## src/rtl/iv_pkg.sv

```systemverilog
// Shared definitions for the interleaved memory responder.
package iv_pkg;
    // Transaction sequencer states.
    typedef enum logic [1:0] {
        ST_IDLE  = 2'd0,
        ST_READ  = 2'd1,
        ST_WFILL = 2'd2,
        ST_WHOLD = 2'd3
    } iv_state_e;
endpackage

```

## src/rtl/iv_bank.sv

```systemverilog
// One memory bank: holds one word position for every block.
// Assumes a single shared address for read and write, and that only
// one transaction at a time uses it. The read is combinational.
module iv_bank #(
    parameter int DATA_W = 32,
    parameter int AW     = 4
) (
    input  logic              clk,
    input  logic              rst_n,
    input  logic              we,
    input  logic [AW-1:0]     addr,
    input  logic [DATA_W-1:0] wdata,
    output logic [DATA_W-1:0] rdata
);
    localparam int DEPTH = 1 << AW;

    logic [DATA_W-1:0] cells [DEPTH];

    // Clear on reset, otherwise store the word on a write strobe.
    always_ff @(posedge clk) begin
        if (!rst_n) begin
            for (int i = 0; i < DEPTH; i++) cells[i] <= '0;
        end else if (we) begin
            cells[addr] <= wdata;
        end
    end

    // Present the addressed word.
    assign rdata = cells[addr];
endmodule

```

## src/rtl/iv_seq.sv

```systemverilog
// Transaction sequencer. It accepts one request when idle and times
// the read transfers and the write capture and hold with one countdown.
// INTERLEAVE selects the overlapped access schedule (1) or the serial
// schedule (0). Assumes WORDS is a power of two.
module iv_seq
    import iv_pkg::*;
#(
    parameter int WORDS      = 4,
    parameter int ACC_LAT    = 15,
    parameter int INTERLEAVE = 1
) (
    input  logic                     clk,
    input  logic                     rst_n,
    input  logic                     req_valid,
    input  logic                     req_write,
    output logic                     accept,
    output logic                     busy,
    output logic [$clog2(WORDS)-1:0] word_idx,
    output logic                     rd_strobe,
    output logic                     wr_strobe
);
    localparam int IDX_W = $clog2(WORDS);
    localparam int GAP_W = $clog2(WORDS * ACC_LAT + 1);
    localparam int GAP_AFTER = (INTERLEAVE != 0) ? 0 : ACC_LAT;
    localparam int HOLD      = (INTERLEAVE != 0) ? ACC_LAT : WORDS * ACC_LAT;
    localparam logic [GAP_W-1:0] FIRST_G = GAP_W'(ACC_LAT);
    localparam logic [GAP_W-1:0] AFTER_G = GAP_W'(GAP_AFTER);
    localparam logic [GAP_W-1:0] HOLD_G  = GAP_W'(HOLD - 1);
    localparam logic [IDX_W-1:0] LAST_W  = IDX_W'(WORDS - 1);

    iv_state_e        state;
    logic [GAP_W-1:0] gap;
    logic [IDX_W-1:0] widx;

    // Advance state, word index and countdown once per bus cycle.
    always_ff @(posedge clk) begin
        if (!rst_n) begin
            state <= ST_IDLE;
            gap   <= '0;
            widx  <= '0;
        end else begin
            case (state)
                ST_IDLE: begin
                    if (req_valid) begin
                        state <= req_write ? ST_WFILL : ST_READ;
                        widx  <= '0;
                        gap   <= req_write ? '0 : FIRST_G;
                    end
                end
                ST_READ: begin
                    if (gap == '0) begin
                        if (widx == LAST_W) begin
                            state <= ST_IDLE;
                            widx  <= '0;
                        end else begin
                            widx <= widx + 1'b1;
                            gap  <= AFTER_G;
                        end
                    end else begin
                        gap <= gap - 1'b1;
                    end
                end
                ST_WFILL: begin
                    if (widx == LAST_W) begin
                        state <= ST_WHOLD;
                        widx  <= '0;
                        gap   <= HOLD_G;
                    end else begin
                        widx <= widx + 1'b1;
                    end
                end
                default: begin
                    if (gap == '0) state <= ST_IDLE;
                    else           gap   <= gap - 1'b1;
                end
            endcase
        end
    end

    // Decode the control outputs from the registered state.
    always_comb begin
        busy      = (state != ST_IDLE);
        accept    = (state == ST_IDLE) && req_valid;
        rd_strobe = (state == ST_READ) && (gap == '0);
        wr_strobe = (state == ST_WFILL);
        word_idx  = widx;
    end
endmodule

```

## src/rtl/iv_mem_responder.sv

```systemverilog
// Block memory responder with one bank per word position. It latches
// the block address on acceptance, routes write words to their banks
// and selects the current bank onto the one-word read bus.
// Assumes WORDS is a power of two and the requester watches busy.
module iv_mem_responder #(
    parameter int DATA_W     = 32,
    parameter int BLK_AW     = 4,
    parameter int WORDS      = 4,
    parameter int ACC_LAT    = 15,
    parameter int INTERLEAVE = 1
) (
    input  logic              clk,
    input  logic              rst_n,
    input  logic              req_valid,
    input  logic              req_write,
    input  logic [BLK_AW-1:0] req_addr,
    input  logic [DATA_W-1:0] wr_data,
    output logic              busy,
    output logic              rd_valid,
    output logic [DATA_W-1:0] rd_data
);
    localparam int IDX_W = $clog2(WORDS);

    logic              accept;
    logic              rd_strobe;
    logic              wr_strobe;
    logic [IDX_W-1:0]  widx;
    logic [BLK_AW-1:0] addr_q;
    logic [DATA_W-1:0] bank_q [WORDS];

    iv_seq #(
        .WORDS      (WORDS),
        .ACC_LAT    (ACC_LAT),
        .INTERLEAVE (INTERLEAVE)
    ) u_seq (
        .clk       (clk),
        .rst_n     (rst_n),
        .req_valid (req_valid),
        .req_write (req_write),
        .accept    (accept),
        .busy      (busy),
        .word_idx  (widx),
        .rd_strobe (rd_strobe),
        .wr_strobe (wr_strobe)
    );

    // Hold the block address for the whole transaction.
    always_ff @(posedge clk) begin
        if (!rst_n)      addr_q <= '0;
        else if (accept) addr_q <= req_addr;
    end

    for (genvar g = 0; g < WORDS; g++) begin : g_bank
        iv_bank #(
            .DATA_W (DATA_W),
            .AW     (BLK_AW)
        ) u_bank (
            .clk   (clk),
            .rst_n (rst_n),
            .we    (wr_strobe && (widx == IDX_W'(g))),
            .addr  (addr_q),
            .wdata (wr_data),
            .rdata (bank_q[g])
        );
    end

    // Put the selected bank word on the bus during a transfer cycle.
    always_comb begin
        rd_valid = rd_strobe;
        rd_data  = rd_strobe ? bank_q[widx] : '0;
    end
endmodule

```

## config.mk

```make
export PLATFORM = sky130hd
export DESIGN_NAME = iv_mem_responder
export DESIGN_NICKNAME = d
export VERILOG_FILES = /design/src/rtl/iv_pkg.sv /design/src/rtl/iv_bank.sv /design/src/rtl/iv_seq.sv /design/src/rtl/iv_mem_responder.sv
export SDC_FILE = /design/constraint.sdc
export NUM_CORES = 2
export LEC_CHECK = 0
export ABC_AREA = 1
export BUFFER_PORTS_ARGS = -buffer_cell sky130_fd_sc_hd__buf_2
export CORE_ASPECT_RATIO = 0.75
export CORE_MARGIN = 3
export CORE_UTILIZATION = 39
export CTS_CLUSTER_SIZE = 30
export DETAILED_ROUTE_END_ITERATION = 12
export PLACE_DENSITY = 0.62
export SYNTH_ARGS = -nofsm -noshare
export SYNTH_HDL_FRONTEND = slang
export SYNTH_SLANG_ARGS = --single-unit
export TNS_END_PERCENT = 10
```

## constraint.sdc

```tcl
create_clock -name clk -period 3.5 [get_ports clk]
set_input_delay 0.35 -clock clk [delete_from_list [all_inputs] [get_ports clk]]
set_output_delay 0.35 -clock clk [all_outputs]
set_load 0.01 [all_outputs]
```

==> impl_metrics.env <==
export IMPL_outcome="complete, but fails checks"
export IMPL_violations="setup timing"
export IMPL_routed_via_density=5.82
export IMPL_synth_cell_types=24
export IMPL_synth_seq_area_share_pct=66.5
export IMPL_core_area_sq_um=236000
export IMPL_drc_errors=0
export IMPL_dpl_hpwl_um=192000
export IMPL_yosysWarnings=0
export IMPL_clk_pin_slew_worst_paths_ps=70
export IMPL_synth_top_area_share_pct=66.2
export IMPL_skew_ps=47.2
export IMPL_drt_pass1_iterations=7
export IMPL_p_total_w=0.0714
export IMPL_vdd_drop_max_mv=0.478
export IMPL_wire_per_inst_um=26.7
export IMPL_period_share_pct=102
export IMPL_drt_total_wl_um=341000
export IMPL_r2r_cells=8
export IMPL_p_seq_share_pct=39.9
export IMPL_io_pins=74
export IMPL_p_per_area_nw_per_um2=647
export IMPL_synth_top_area_cell="edfxtp_1"
export IMPL_worstHoldPathType="in2reg"
export IMPL_dpl_cell_count=12200
export IMPL_instances_no_fill=12800
export IMPL_cp_end_kind="output port"
export IMPL_antenna_found_initial=9
export IMPL_slew_viol_final=0
export IMPL_avgSynthCellArea_sq_um=9.81
export IMPL_portBuffers=73
export IMPL_cp_start_kind="flip-flop"
export IMPL_p_sw_share_pct=34.5
export IMPL_synth_seq_cells=2066
export IMPL_worst_pin_slew_ps=1280
export IMPL_htree_levels=4
export IMPL_insertion_delay_ps=860
export IMPL_fp_dieW_um=570
export IMPL_num_rows=154
export IMPL_synth_edf_count=2048
export IMPL_drive_gt1_share_pct=14.1
export IMPL_finalCriticalPeriod_ps=3570
export IMPL_internal_power_w=0.0468
export IMPL_synthArstFlopShare_pct=0
export IMPL_fin_nets=9544
export IMPL_cts_tree="built"
export IMPL_place_ws_ps=-13.5
export IMPL_fin_ws_ps=-74.7
export IMPL_drtAntennaViolNets=0
export IMPL_grt_pass1_wl_um=487000
export IMPL_setup_worst_path_class="reg2out"
export IMPL_grt_pass1_vias=68800
export IMPL_final_hold_viol_count=0
export IMPL_synth_cells=9473
export IMPL_grt_max_degree=76
export IMPL_rrSetupSlack_ps=220
export IMPL_cp_arrival_ps=3220
export IMPL_synth_commonest_cells="2,438 x nand2_1, 2,182 x nor2_1, 2,048 x edfxtp_1"
export IMPL_rsz0062_at_grt="yes"
export IMPL_syn_num_nets=9524
export IMPL_drtIter0Drc=12800
export IMPL_slew_headroom_pct=14.4
export IMPL_synth_ff_type="edfxtp_1"
export IMPL_die_h_um=429
export IMPL_critical_path_endpoint="rd_data[9]"
export IMPL_syn_cell_area_sq_um=93000
export IMPL_timing_rr_end="g_bank[2].u_bank.cells[13][22]$_SDFFCE_PN0P_"
export IMPL_initial_core_util_pct=39.4
export IMPL_cts_sinks=2066
export IMPL_cts_path_max_buffers=4
export IMPL_rr_startpoint="u_seq.state[0]$_SDFFE_PN0P_"
export IMPL_gp_congestion=0.918
export IMPL_fin_util_pct=46.8
export IMPL_fmax_mhz=280
export IMPL_yosys_cell_count_top_type="nand2_1"
export IMPL_cts_root_buf="clkbuf_16"
export IMPL_power_switching_w=0.0246
export IMPL_cp_max_fo=51
export IMPL_required_ps=3150
export IMPL_drv_cap=0
export IMPL_leakage_nw=43.1
export IMPL_vias=74300
export IMPL_whs_ps=47.1
export IMPL_die_area_sq_um=244000
export IMPL_grt_remaining_overflow=0
export IMPL_combPwrFrac_pct=30.1
export IMPL_cts_made_buffers=200
export IMPL_grtUsageTotal_pct=26.9
export IMPL_yosys_top_cells_area="edfxtp_1 66%, nand2_1 9.8%, nand3_1 9.4%"
export IMPL_p_clk_share_pct=29.9
export IMPL_syn_to_final_growth_pct=18.8
export IMPL_setup_violations=22
==> routing by layer <==
metal  up-vias  routed length (um)  GRT usage (%)
li1      31900                   -              -
met1     36100              132000           38.9
met2      5658              142000           37.9
met3       660               52900           7.95
met4         0               14400           10.6
met5         -                   0              0
==> how the worst min path moves through the flow <==
stage                                          from                          end  slack, ps  cells after the start
after floorplan           u_seq.gap[1]$_SDFFE_PN0P_    u_seq.gap[1]$_SDFFE_PN0P_        480                      2
after global placement    u_seq.gap[5]$_SDFFE_PN0P_    u_seq.gap[5]$_SDFFE_PN0P_        500                      2
after detailed placement  u_seq.gap[5]$_SDFFE_PN0P_    u_seq.gap[5]$_SDFFE_PN0P_        520                      2
after CTS                                     rst_n  u_seq.state[1]$_SDFFE_PN0P_          9                      4
after global routing                          rst_n    u_seq.gap[0]$_SDFFE_PN0P_         90                      4
final                                         rst_n  u_seq.state[1]$_SDFFE_PN0P_         50                      4
==> worst max-delay path, stage by stage, from the launching register on <==
cell,delay (ps)
dfxtp_4,390
buf_12,170
buf_4,160
buf_4,140
buf_16,180
nand3_1,140
nand3_1,130
nand2_1,100
nand2_1,190
nand3_2,190
nand3_1,130
a21oi_4,210
buf_2,160
==> placed cells by master, fill, tap and decap left out, types with 12 or more instances in the layout <==
cell type,count
clkbuf_16,219
buf_16,71
buf_2,51
nor2_1,2120
buf_6,54
nand3_4,39
clkinv_2,39
a21oi_4,19
buf_8,12
nor2_4,51
nand2_4,24
bufbuf_16,20
nand2_2,81
nand2_1,2333
clkinv_1,45
edfxtp_1,2048
inv_2,28
a21oi_1,12
o22ai_1,18
clkbuf_1,46
nand3_2,166
buf_12,110
nand3_1,1544
buf_4,308
bufinv_16,16
o21ai_0,45
dfxtp_1,12
inv_1,22
==> repair_timing <==
item	CTS	global route
resized for setup	557	199
cloned	62	17
setup buffers	71	14
hold endpoints to repair	41	0
hold buffers	11	0
setup endpoints to repair	32	32
pin swaps	76	109
==> flip-flops by register name, summed over array words and instances, names as in the netlist, named ones only <==
register,flops
addr_q,4
u_seq.word_idx,2
g_bank.u_bank.cells,2048
u_seq.gap,6
u_seq.state,2
==> cell families after synthesis <==
family          after synthesis  synth area share, %
buf+inv                     903                 4.51
xor+xnor                      4               0.0377
compound gates              118                0.674
fa+ha+maj                    11                0.148
flops                      2066                 66.5
simple gates               6371                 28.1
==> layout make-up <==
class,count,area [sq um]
Inverter,59,279
Sequential cell,2066,61900
Fill cell,21200,126000
Tap cell,3120,3900
Timing Repair inverter,8,174
Clock inverter,104,902
Clock buffer,250,5260
Timing Repair Buffer,654,8700
Multi-Input combinational cell,6504,29300
Antenna cell,5,12.5
==> power groups by stage <==
stage	clock network [W]	registers, W	logic, W
6_report	0.0214	0.0285	0.0215
5_1_grt	0.0224	0.0286	0.0223
4_1_cts	0.0214	0.0285	0.0198
3_5_place_dp	0	0.0290	0.0157
3_3_place_gp	0	0.0290	0.0157
2_1_floorplan	0	0.0289	0.00861
==> stage by stage <==
stage	cell area [sq um]	setup TNS, ps
floorplan	93000	0
global placement	97900	-79.6
detailed placement	97900	-13.5
CTS	109000	-837
global route	110000	-2090
finish	110000	-682
(Power assumes the default switching activity.)
